--- config.mk ---
export PLATFORM = sky130hd
export DESIGN_NAME = irtag_frame_gen
export DESIGN_NICKNAME = d
export VERILOG_FILES = /design/src/rtl/irtag_pkg.sv /design/src/rtl/irtag_seg_timer.sv /design/src/rtl/irtag_shift_ser.sv /design/src/rtl/irtag_frame_gen.sv
export SDC_FILE = /design/constraint.sdc
export NUM_CORES = 1
export LEC_CHECK = 0
export ABC_AREA = 0
export BUFFER_PORTS_ARGS = -buffer_cell sky130_fd_sc_hd__clkbuf_2
export CORE_UTILIZATION = 50
export CTS_CLUSTER_DIAMETER = 100
export DETAILED_ROUTE_END_ITERATION = 10
export HOLD_SLACK_MARGIN = 0.12
export MAX_ROUTING_LAYER = met4
export PLACE_DENSITY = 0.81
export SLEW_MARGIN = 20
export SYNTH_ARGS = -nofsm -noshare
export SYNTH_HDL_FRONTEND = slang
export SYNTH_HIERARCHICAL = 1
export SYNTH_SLANG_ARGS = --single-unit
--- constraint.sdc ---
create_clock -name clk -period 3.85 [get_ports clk]
set_input_delay 0 -clock clk [delete_from_list [all_inputs] [get_ports clk]]
set_output_delay 0 -clock clk [all_outputs]
set_load 0.01 [all_outputs]
--- src/rtl/irtag_pkg.sv ---
package irtag_pkg;

    // Phase of the frame being generated
    typedef enum logic [2:0] {
        PH_IDLE     = 3'd0,
        PH_HDR_MARK = 3'd1,
        PH_HDR_GAP  = 3'd2,
        PH_SPACE    = 3'd3,
        PH_MARK     = 3'd4
    } phase_e;

    // Phases in which the line is at its active level
    function automatic logic phase_is_active(phase_e ph);
        return (ph == PH_HDR_MARK) || (ph == PH_MARK);
    endfunction

endpackage

--- src/rtl/irtag_seg_timer.sv ---
// Tick-driven down counter measuring the length of one waveform segment.
module irtag_seg_timer #(
    parameter int CW = 6
) (
    input  logic          clk,
    input  logic          rst_n,
    input  logic          tick,
    input  logic          load,
    input  logic [CW-1:0] load_val,
    output logic          expire
);
    localparam logic [CW-1:0] ONE = CW'(1);

    logic [CW-1:0] cnt_d, cnt_q;

    always_comb begin
        cnt_d = cnt_q;
        if (load) begin
            cnt_d = load_val;
        end else if (tick && (cnt_q != '0)) begin
            cnt_d = cnt_q - ONE;
        end
    end

    always_ff @(posedge clk or negedge rst_n) begin
        if (!rst_n) begin
            cnt_q <= '0;
        end else begin
            cnt_q <= cnt_d;
        end
    end

    // The segment ends on the tick that consumes its final sample
    assign expire = tick && (cnt_q == ONE);

endmodule

--- src/rtl/irtag_shift_ser.sv ---
// Right-shifting frame register: bit 0 is the bit on the line now.
module irtag_shift_ser #(
    parameter int W = 24
) (
    input  logic         clk,
    input  logic         rst_n,
    input  logic         load,
    input  logic [W-1:0] load_val,
    input  logic         shift,
    output logic         cur_bit,
    output logic         nxt_bit
);
    logic [W-1:0] sr_d, sr_q;

    always_comb begin
        sr_d = sr_q;
        if (load) begin
            sr_d = load_val;
        end else if (shift) begin
            sr_d = {1'b0, sr_q[W-1:1]};
        end
    end

    always_ff @(posedge clk or negedge rst_n) begin
        if (!rst_n) begin
            sr_q <= '0;
        end else begin
            sr_q <= sr_d;
        end
    end

    assign cur_bit = sr_q[0];
    assign nxt_bit = sr_q[1];

endmodule

--- src/rtl/irtag_frame_gen.sv ---
module irtag_frame_gen
    import irtag_pkg::*;
#(
    parameter int PAY_W        = 16,
    parameter int CHK_W        = 8,
    parameter int HDR_MARK_T   = 32,
    parameter int HDR_GAP_T    = 8,
    parameter int ONE_SPACE_T  = 16,
    parameter int ZERO_SPACE_T = 8,
    parameter int BIT_MARK_T   = 8
) (
    input  logic             clk,
    input  logic             rst_n,
    input  logic             tick_en_i,
    input  logic             start_i,
    input  logic [PAY_W-1:0] payload_i,
    input  logic [CHK_W-1:0] check_i,
    input  logic             invert_i,
    output logic             line_o,
    output logic             busy_o,
    output logic             done_o
);
    localparam int NBITS  = PAY_W + CHK_W;
    localparam int MAX_AB = (HDR_MARK_T > HDR_GAP_T) ? HDR_MARK_T : HDR_GAP_T;
    localparam int MAX_CD = (ONE_SPACE_T > ZERO_SPACE_T) ? ONE_SPACE_T : ZERO_SPACE_T;
    localparam int MAX_ABCD = (MAX_AB > MAX_CD) ? MAX_AB : MAX_CD;
    localparam int MAX_T  = (MAX_ABCD > BIT_MARK_T) ? MAX_ABCD : BIT_MARK_T;
    localparam int CW     = $clog2(MAX_T + 1);
    localparam int BCW    = $clog2(NBITS + 1);

    typedef struct packed {
        phase_e         phase;
        logic [BCW-1:0] bits_left;
        logic           done;
    } ctl_t;

    ctl_t ctl_d, ctl_q;

    logic          tmr_load;
    logic [CW-1:0] tmr_val;
    logic          tmr_expire;
    logic          ser_load;
    logic          ser_shift;
    logic          ser_cur;
    logic          ser_nxt;

    irtag_seg_timer #(.CW(CW)) u_timer (
        .clk      (clk),
        .rst_n    (rst_n),
        .tick     (tick_en_i),
        .load     (tmr_load),
        .load_val (tmr_val),
        .expire   (tmr_expire)
    );

    irtag_shift_ser #(.W(NBITS)) u_ser (
        .clk      (clk),
        .rst_n    (rst_n),
        .load     (ser_load),
        .load_val ({check_i, payload_i}),
        .shift    (ser_shift),
        .cur_bit  (ser_cur),
        .nxt_bit  (ser_nxt)
    );

    function automatic logic [CW-1:0] space_len(logic b);
        return b ? CW'(ONE_SPACE_T) : CW'(ZERO_SPACE_T);
    endfunction

    always_comb begin
        ctl_d      = ctl_q;
        ctl_d.done = 1'b0;
        tmr_load   = 1'b0;
        tmr_val    = '0;
        ser_load   = 1'b0;
        ser_shift  = 1'b0;
        unique case (ctl_q.phase)
            PH_IDLE: begin
                if (start_i) begin
                    ctl_d.phase     = PH_HDR_MARK;
                    ctl_d.bits_left = BCW'(NBITS);
                    tmr_load        = 1'b1;
                    tmr_val         = CW'(HDR_MARK_T);
                    ser_load        = 1'b1;
                end
            end
            PH_HDR_MARK: begin
                if (tmr_expire) begin
                    ctl_d.phase = PH_HDR_GAP;
                    tmr_load    = 1'b1;
                    tmr_val     = CW'(HDR_GAP_T);
                end
            end
            PH_HDR_GAP: begin
                if (tmr_expire) begin
                    ctl_d.phase = PH_SPACE;
                    tmr_load    = 1'b1;
                    tmr_val     = space_len(ser_cur);
                end
            end
            PH_SPACE: begin
                if (tmr_expire) begin
                    ctl_d.phase = PH_MARK;
                    tmr_load    = 1'b1;
                    tmr_val     = CW'(BIT_MARK_T);
                end
            end
            PH_MARK: begin
                if (tmr_expire) begin
                    ser_shift       = 1'b1;
                    ctl_d.bits_left = ctl_q.bits_left - BCW'(1);
                    if (ctl_q.bits_left == BCW'(1)) begin
                        ctl_d.phase = PH_IDLE;
                        ctl_d.done  = 1'b1;
                    end else begin
                        ctl_d.phase = PH_SPACE;
                        tmr_load    = 1'b1;
                        tmr_val     = space_len(ser_nxt);
                    end
                end
            end
            default: begin
                ctl_d.phase = PH_IDLE;
            end
        endcase
    end

    always_ff @(posedge clk or negedge rst_n) begin
        if (!rst_n) begin
            ctl_q <= '{phase: PH_IDLE, bits_left: '0, done: 1'b0};
        end else begin
            ctl_q <= ctl_d;
        end
    end

    assign line_o = phase_is_active(ctl_q.phase) ^ invert_i;
    assign busy_o = (ctl_q.phase != PH_IDLE);
    assign done_o = ctl_q.done;

endmodule

== After elaboration in Yosys (flattened, before gate mapping) ==
Cells that the tools add are included.
W data, S select, Z words.

* $add $sub $neg: 2
* Bitwise gates (word level): 1
* Equal/unequal tests: 11
* Multiplexer cells: 29
* Reduce and logical (&&, ||, !) cells: 13

{| class="wikitable"
|+ Operators with widths
! cell !! count
|-
| $mux W24 || 2
|-
| $mux W5 || 5
|-
| $pmux W6 S4 || 1
|-
| $mux W6 || 3
|-
| $pmux W3 S5 || 1
|-
| $ne A2 B2 Y1 const B || 5
|-
| $pmux W5 S2 || 1
|-
| $mux W3 || 3
|-
| $mux W9 || 1
|-
| $mux W1 || 8
|-
| $mux W8 || 1
|-
| $eq A3 B2 Y1 const B || 2
|-
| $eq A6 B1 Y1 const B || 1
|-
| $reduce_bool A2 Y1 || 3
|-
| $reduce_bool A6 Y1 || 1
|-
| $sub A6 B1 Y6 const B || 1
|-
| $eq A5 B1 Y1 const B || 1
|-
| $reduce_and A5 Y1 || 1
|-
| $sub A5 B1 Y5 const B || 1
|-
| $mux W4 || 1
|-
| $eq A3 B1 Y1 const B || 1
|-
| $eq A3 B3 Y1 const B || 1
|-
| $logic_not A3 Y1 || 1
|-
| $pmux W1 S3 || 1
|-
| other kinds (8) || 9
|}

* Flip-flop bits (word level): 39
* Output and inout port bits: 3
* Logic and storage cells: 61
* Input port bits: 29

== Logic depth before layout (Yosys ltp) ==
* Word-level depth: 6
* Gate-level depth with buffers: 11
* Depth with buffers taken out: 10

== Cells and area by module ==
The synthesis kept the hierarchy.

{| class="wikitable"
|+ By module, submodules not included
! module !! area an instance (sq um) !! cells each !! instances !! sequential area each (sq um)
|-
| irtag_shift_ser || 1124.8 || 104 || 1 || 600.6
|-
| irtag_frame_gen || 575.6 || 63 || 1 || 225.2
|-
| irtag_seg_timer || 425.4 || 47 || 1 || 150.1
|}

== Worst setup path after synthesis ==
OpenSTA, ideal clock, no wires.

* Path type: register to register
* Start point: register u_timer.cnt_q[2]
* End point: register u_timer.cnt_q[3]
* Period minus slack after synthesis: 2.754 ns
* Path slack: 1.096 ns
* Library setup time: 0.123 ns
* Stages on the path, launching flop included: 10
* Buffers on the path: 1
* Arrival: 2.631 ns
* Cell sequence: dfrtp_1 -> or4b_1 -> nor3b_1 -> nand4bb_1 -> inv_1 -> nand2_1 -> nand3_1 -> buf_1 -> inv_1 -> a2bb2oi_2

* Longest elaborated chain between the ends: 5
* Elaborated cells on any way between the ends: 15
* Classes of those cells: add/sub (1); eq/ne (1); mux (9); reduce/logical (4)

{| class="wikitable"
|+ RTL lines
! item !! RTL line !! source
|-
| from (decl) || irtag_seg_timer.sv:14 || <nowiki>logic [CW-1:0] cnt_d, cnt_q;</nowiki>
|-
| from (signal assigned) || irtag_seg_timer.sv:29 || <nowiki>cnt_q <= cnt_d;</nowiki>
|-
| $eq A6 B1 Y1 (*) || irtag_seg_timer.sv:34 || <nowiki>assign expire = tick && (cnt_q == ONE);</nowiki>
|-
| $logic_and A1 B1 Y1 (*) || irtag_seg_timer.sv:34 ||
|-
| net tmr_expire || irtag_frame_gen.sv:41 || <nowiki>logic tmr_expire;</nowiki>
|-
| $mux W1, on equally long branches || n/a ||
|-
| $pmux W1 S3 (*) || irtag_frame_gen.sv:77 || <nowiki>unique case (ctl_q.phase)</nowiki>
|-
| net tmr_load || irtag_frame_gen.sv:39 || <nowiki>logic tmr_load;</nowiki>
|-
| $mux W6 / $reduce_bool A2 Y1 (equally long branches) || n/a ||
|}

The timed path passes the listed nets; every way through them passes the cells marked *. The select of a mux whose other input is x is not followed.
A chain may end at the register's enable or synchronous reset.

== Worst setup path in the final report ==
* Start point: register u_timer.cnt_q[2]
* End point: register u_ser.sr_q[22]

* Longest elaborated chain between the ends: 5

{| class="wikitable"
|+ RTL lines
! item !! RTL line !! source
|-
| $eq A6 B1 Y1 || irtag_seg_timer.sv:34 ||
|-
| $logic_and A1 B1 Y1 || irtag_seg_timer.sv:34 ||
|-
| net tmr_expire || irtag_frame_gen.sv:41 ||
|-
| $mux W1 || irtag_frame_gen.sv:109 || <nowiki>if (tmr_expire) begin</nowiki>
|-
| $mux W1 || irtag_frame_gen.sv:77 ||
|-
| net ser_shift || irtag_frame_gen.sv:43 || <nowiki>logic ser_shift;</nowiki>
|-
| $reduce_bool A2 Y1 (no source line) || n/a ||
|-
| to (signal assigned) || irtag_shift_ser.sv:28 || <nowiki>sr_q <= sr_d;</nowiki>
|-
| to (decl) || irtag_shift_ser.sv:13 || <nowiki>logic [W-1:0] sr_d, sr_q;</nowiki>
|}

The timed path passes the listed nets, and every way through them passes these cells.

==> impl_metrics.py <==
metrics = {
    "status": {
        "status": "finished, final reports clean",
    },
    "synthesis": {
        "synth.distinct_cells": 45,
        "synth_area_mm2": 0.002126,
        "synth_edf_count": 0,
        "async_reset_ff_share_pct": 100.0,
        "synth-seq-area-share_pct": 45.91,
        "synth-main-ff-cell": "dfrtp_1",
        "avgSynthCellArea_um2": 9.934,
        "syn_inst": 214,
        "ys_ff_latch": 39,
        "ys_warn_count": 6,
    },
    "critical_path": {
        "cp_top_family": "simple AND/OR/NAND/NOR gates",
        "critPathRequiredTime_ns": 4.01,
        "cp.arrival_ns": 3.15,
        "startpoint": "u_timer/cnt_q[2]$_DFFE_PN0P_",
        "crit_path_end_kind": "flop",
        "timing.rr.start": "u_timer/cnt_q[2]$_DFFE_PN0P_",
        "worst-path-buf-inv": 2,
        "cp-start-kind": "flop",
        "path_cells": "or4b_1, nor3b_1, nand4bb_1, inv_1, buf_4, mux2i_1, o21ai_0",
        "cp_slowest_stage_delay_ns": 0.58,
        "critPathMaxFanout": 28,
        "crit_path_top_delay_cell": "or4b_1",
        "path_class": "reg -> reg",
    },
    "clock_network": {
        "clkLatencyLatePin_ns": 0.29,
        "cts_tree": "built",
        "path_clk_slew_ns": 0.08,
        "cts_buffers": 5,
        "clockBufferDepth": 2,
        "htreeDepth": 2,
        "cts_sinks": 39,
        "clock_tree.root_cell": "clkbuf_8",
    },
    "sta": {
        "drv_slew": 0,
        "rsz0062_at_grt": "false",
        "hold_viol": 0,
        "tns_ns": 0,
        "min_period_ns": 2.994,
        "tightest_slew_ns": 0.9397,
        "skew_ns": 0.003798,
        "finalCritPeriodShare_pct": 77.77,
        "fmax_mhz": 334.0,
        "slew_headroom_pct": 37.35,
        "worst_slack_ns": 0.8559,
        "finalSetupViolCount": 0,
    },
    "grt": {
        "first_global_vias": 1484,
        "grt_overflow_total": 0,
        "grt_max_degree": 51,
        "grt_pass1_wl_um": 6755,
        "antenna_found_initial": 0,
        "grt_usage_pct": 20.73,
    },
    "layout": {
        "layout.nets": 303,
        "fill_cells": 345,
        "drive_gt1_share_pct": 17.41,
        "finalNonFillerCells": 320,
        "fin_util_pct": 64.63,
        "syn_to_final_growth_pct": 22.48,
        "multiInputGateArea_mm2": 0.001015,
        "seqCellArea_um2": 975.9,
        "antennaDiodeCount": 0,
    },
    "power": {
        "power.leakage_nw": 1.093,
        "vdd_ir_drop_max_mv": 0.2859,
        "finalPower_mw": 1.368,
        "power_density_mw_per_mm2": 525.6,
    },
    "hold_path": {
        "hold_start": "tick_en_i",
        "hold_path_class": "in -> reg",
    },
    "job": {
        "drv_cap": 0,
    },
    "drt": {
        "num_vias": 1700,
        "drt-initial-drc-count": 56,
        "dr.pass1.iters": 4,
        "post-route-drc-count": 0,
        "via_per_inst": 5.313,
        "ant_nets": 0,
        "routedWlPerCell_um": 13.27,
        "drt_wl_total_um": 4247,
    },
    "floorplan": {
        "die_area_mm2": 0.004517,
        "initial_utilization_pct": 52.76,
        "rows": 23,
        "die_y_um": 67.21,
        "ios": 32,
        "core_region_area_mm2": 0.004029,
        "die_w_um": 67.21,
    },
    "placement": {
        "io_buffers": 31,
        "dpl_worst_slack_ns": 0.8703,
        "place.gp.congestion": 0.7510,
        "dp.cells": 286,
        "dp_hpwl_um": 2631,
    },
}
==> flip-flops by register name, summed over array words and instances, names as in the netlist <==
name and flops:
u_ser/sr_q 24, ctl_q 8, u_timer/cnt_q 6, done_o 1
==> Yosys cell counts (all sizes together), types with 2 or more instances <==
| cell type | count | area, µm² |
|---|---|---|
| dfrtp | 39 | 975.9 |
| nand2 | 33 | 123.9 |
| o21ai | 30 | 150.1 |
| mux2i | 25 | 250.2 |
| buf | 9 | 88.83 |
| inv | 9 | 33.78 |
| nor2 | 9 | 33.78 |
| ha | 5 | 62.56 |
| a31oi | 4 | 25.02 |
| nand3 | 4 | 20.02 |
| or4b | 4 | 40.04 |
| a21oi | 3 | 15.01 |
| clkbuf | 3 | 11.26 |
| nor2b | 3 | 18.77 |
| o31ai | 3 | 22.52 |
| a211o | 2 | 17.52 |
| a2bb2oi | 2 | 23.77 |
| a31o | 2 | 17.52 |
| nand4b | 2 | 17.52 |
| nor3 | 2 | 10.01 |
| nor3b | 2 | 15.01 |
| nor4 | 2 | 12.51 |
==> power by group <==
part | internal, mW | total, mW | switching, mW
Clock | 0.127 | 0.271 | 0.144
Sequential | 0.572 | 0.705 | 0.133
Combinational | 0.194 | 0.392 | 0.199
Total | 0.892 | 1.37 | 0.476
==> metrics by stage <==
stage               hold WS [ns]  instance area, µm²
finish                    0.1252                2604
floorplan                -0.2956                2133
global route              0.1584                2604
CTS                       0.1237                2604
detailed placement        0.2002                2258
global placement          0.1864                2258
==> routing by layer <==
metal	up-vias	track usage (%)	wire length, µm
met4	0	9.043	89
met2	31	33.63	2199
met5	-	-	0
met1	799	25.68	1854
met3	7	3.041	103
li1	863	-	-
==> final timing paths <==
check,end,slack (ns),depth (start not counted)
worst max register to register,u_ser/sr_q[22]$_DFFE_PN0P_,0.86,7
min in group asynchronous,u_timer/cnt_q[1]$_DFFE_PN0P_,0.38,2
worst min-delay path,u_timer/cnt_q[0]$_DFFE_PN0P_,0.13,4
worst max-delay path,u_ser/sr_q[22]$_DFFE_PN0P_,0.86,7
worst min register to register,ctl_q[5]$_DFFE_PN0P_,0.50,1
max in group asynchronous,u_timer/cnt_q[3]$_DFFE_PN0P_,2.88,2
==> worst reg2reg max path, cell delays in order, from the launching register on <==
cell	delay [ns]
dfrtp_1	0.42
or4b_1	0.58
nor3b_1	0.58
nand4bb_1	0.36
inv_1	0.16
buf_4	0.39
mux2i_1	0.28
o21ai_0	0.11
==> cell usage in the layout, fill, tap and decap left out, types with 5 or more instances in the layout <==
cell / n
clkbuf_2: 31
clkbuf_8: 5
dfrtp_1: 39
dlygate4sd3_1: 26
ha_1: 5
inv_1: 9
mux2i_1: 25
nand2_1: 33
nor2_1: 9
o21ai_0: 10
o21ai_1: 20
==> logic make-up (layout without fill, tap and decap cells) <==
kind of cell / after synthesis / after routing / share of synthesized area [%]
AO/OA/AOI/OAI: 50 / 50 / 14.48
multiplexers: 25 / 25 / 11.77
adder cells (fa/ha/maj): 5 / 5 / 2.943
XOR/XNOR: 2 / 2 / 0.8242
AND/OR/NAND/NOR: 70 / 70 / 17.19
flip-flops: 39 / 39 / 45.91
buffers and inverters: 22 / 76 / 6.710
other: 1 / 3 / 0.1764
==> layout make-up <==
type | count | area share (%)
multi-input combinational | 155 | 38.97
sequential | 39 | 37.48
timing repair buffer | 58 | 16.24
clock buffer | 6 | 2.787
tap | 50 | 2.403
inverter | 10 | 1.634
clock inverter | 2 | 0.4805
==> what timing repair did <==
action | in CTS | in global routing
resized for setup | 0 | 0
setup buffers | 0 | 0
hold endpoints to repair | 64 | 0
hold buffers | 26 | 0
Note: power is estimated with default switching activity, not from simulation.
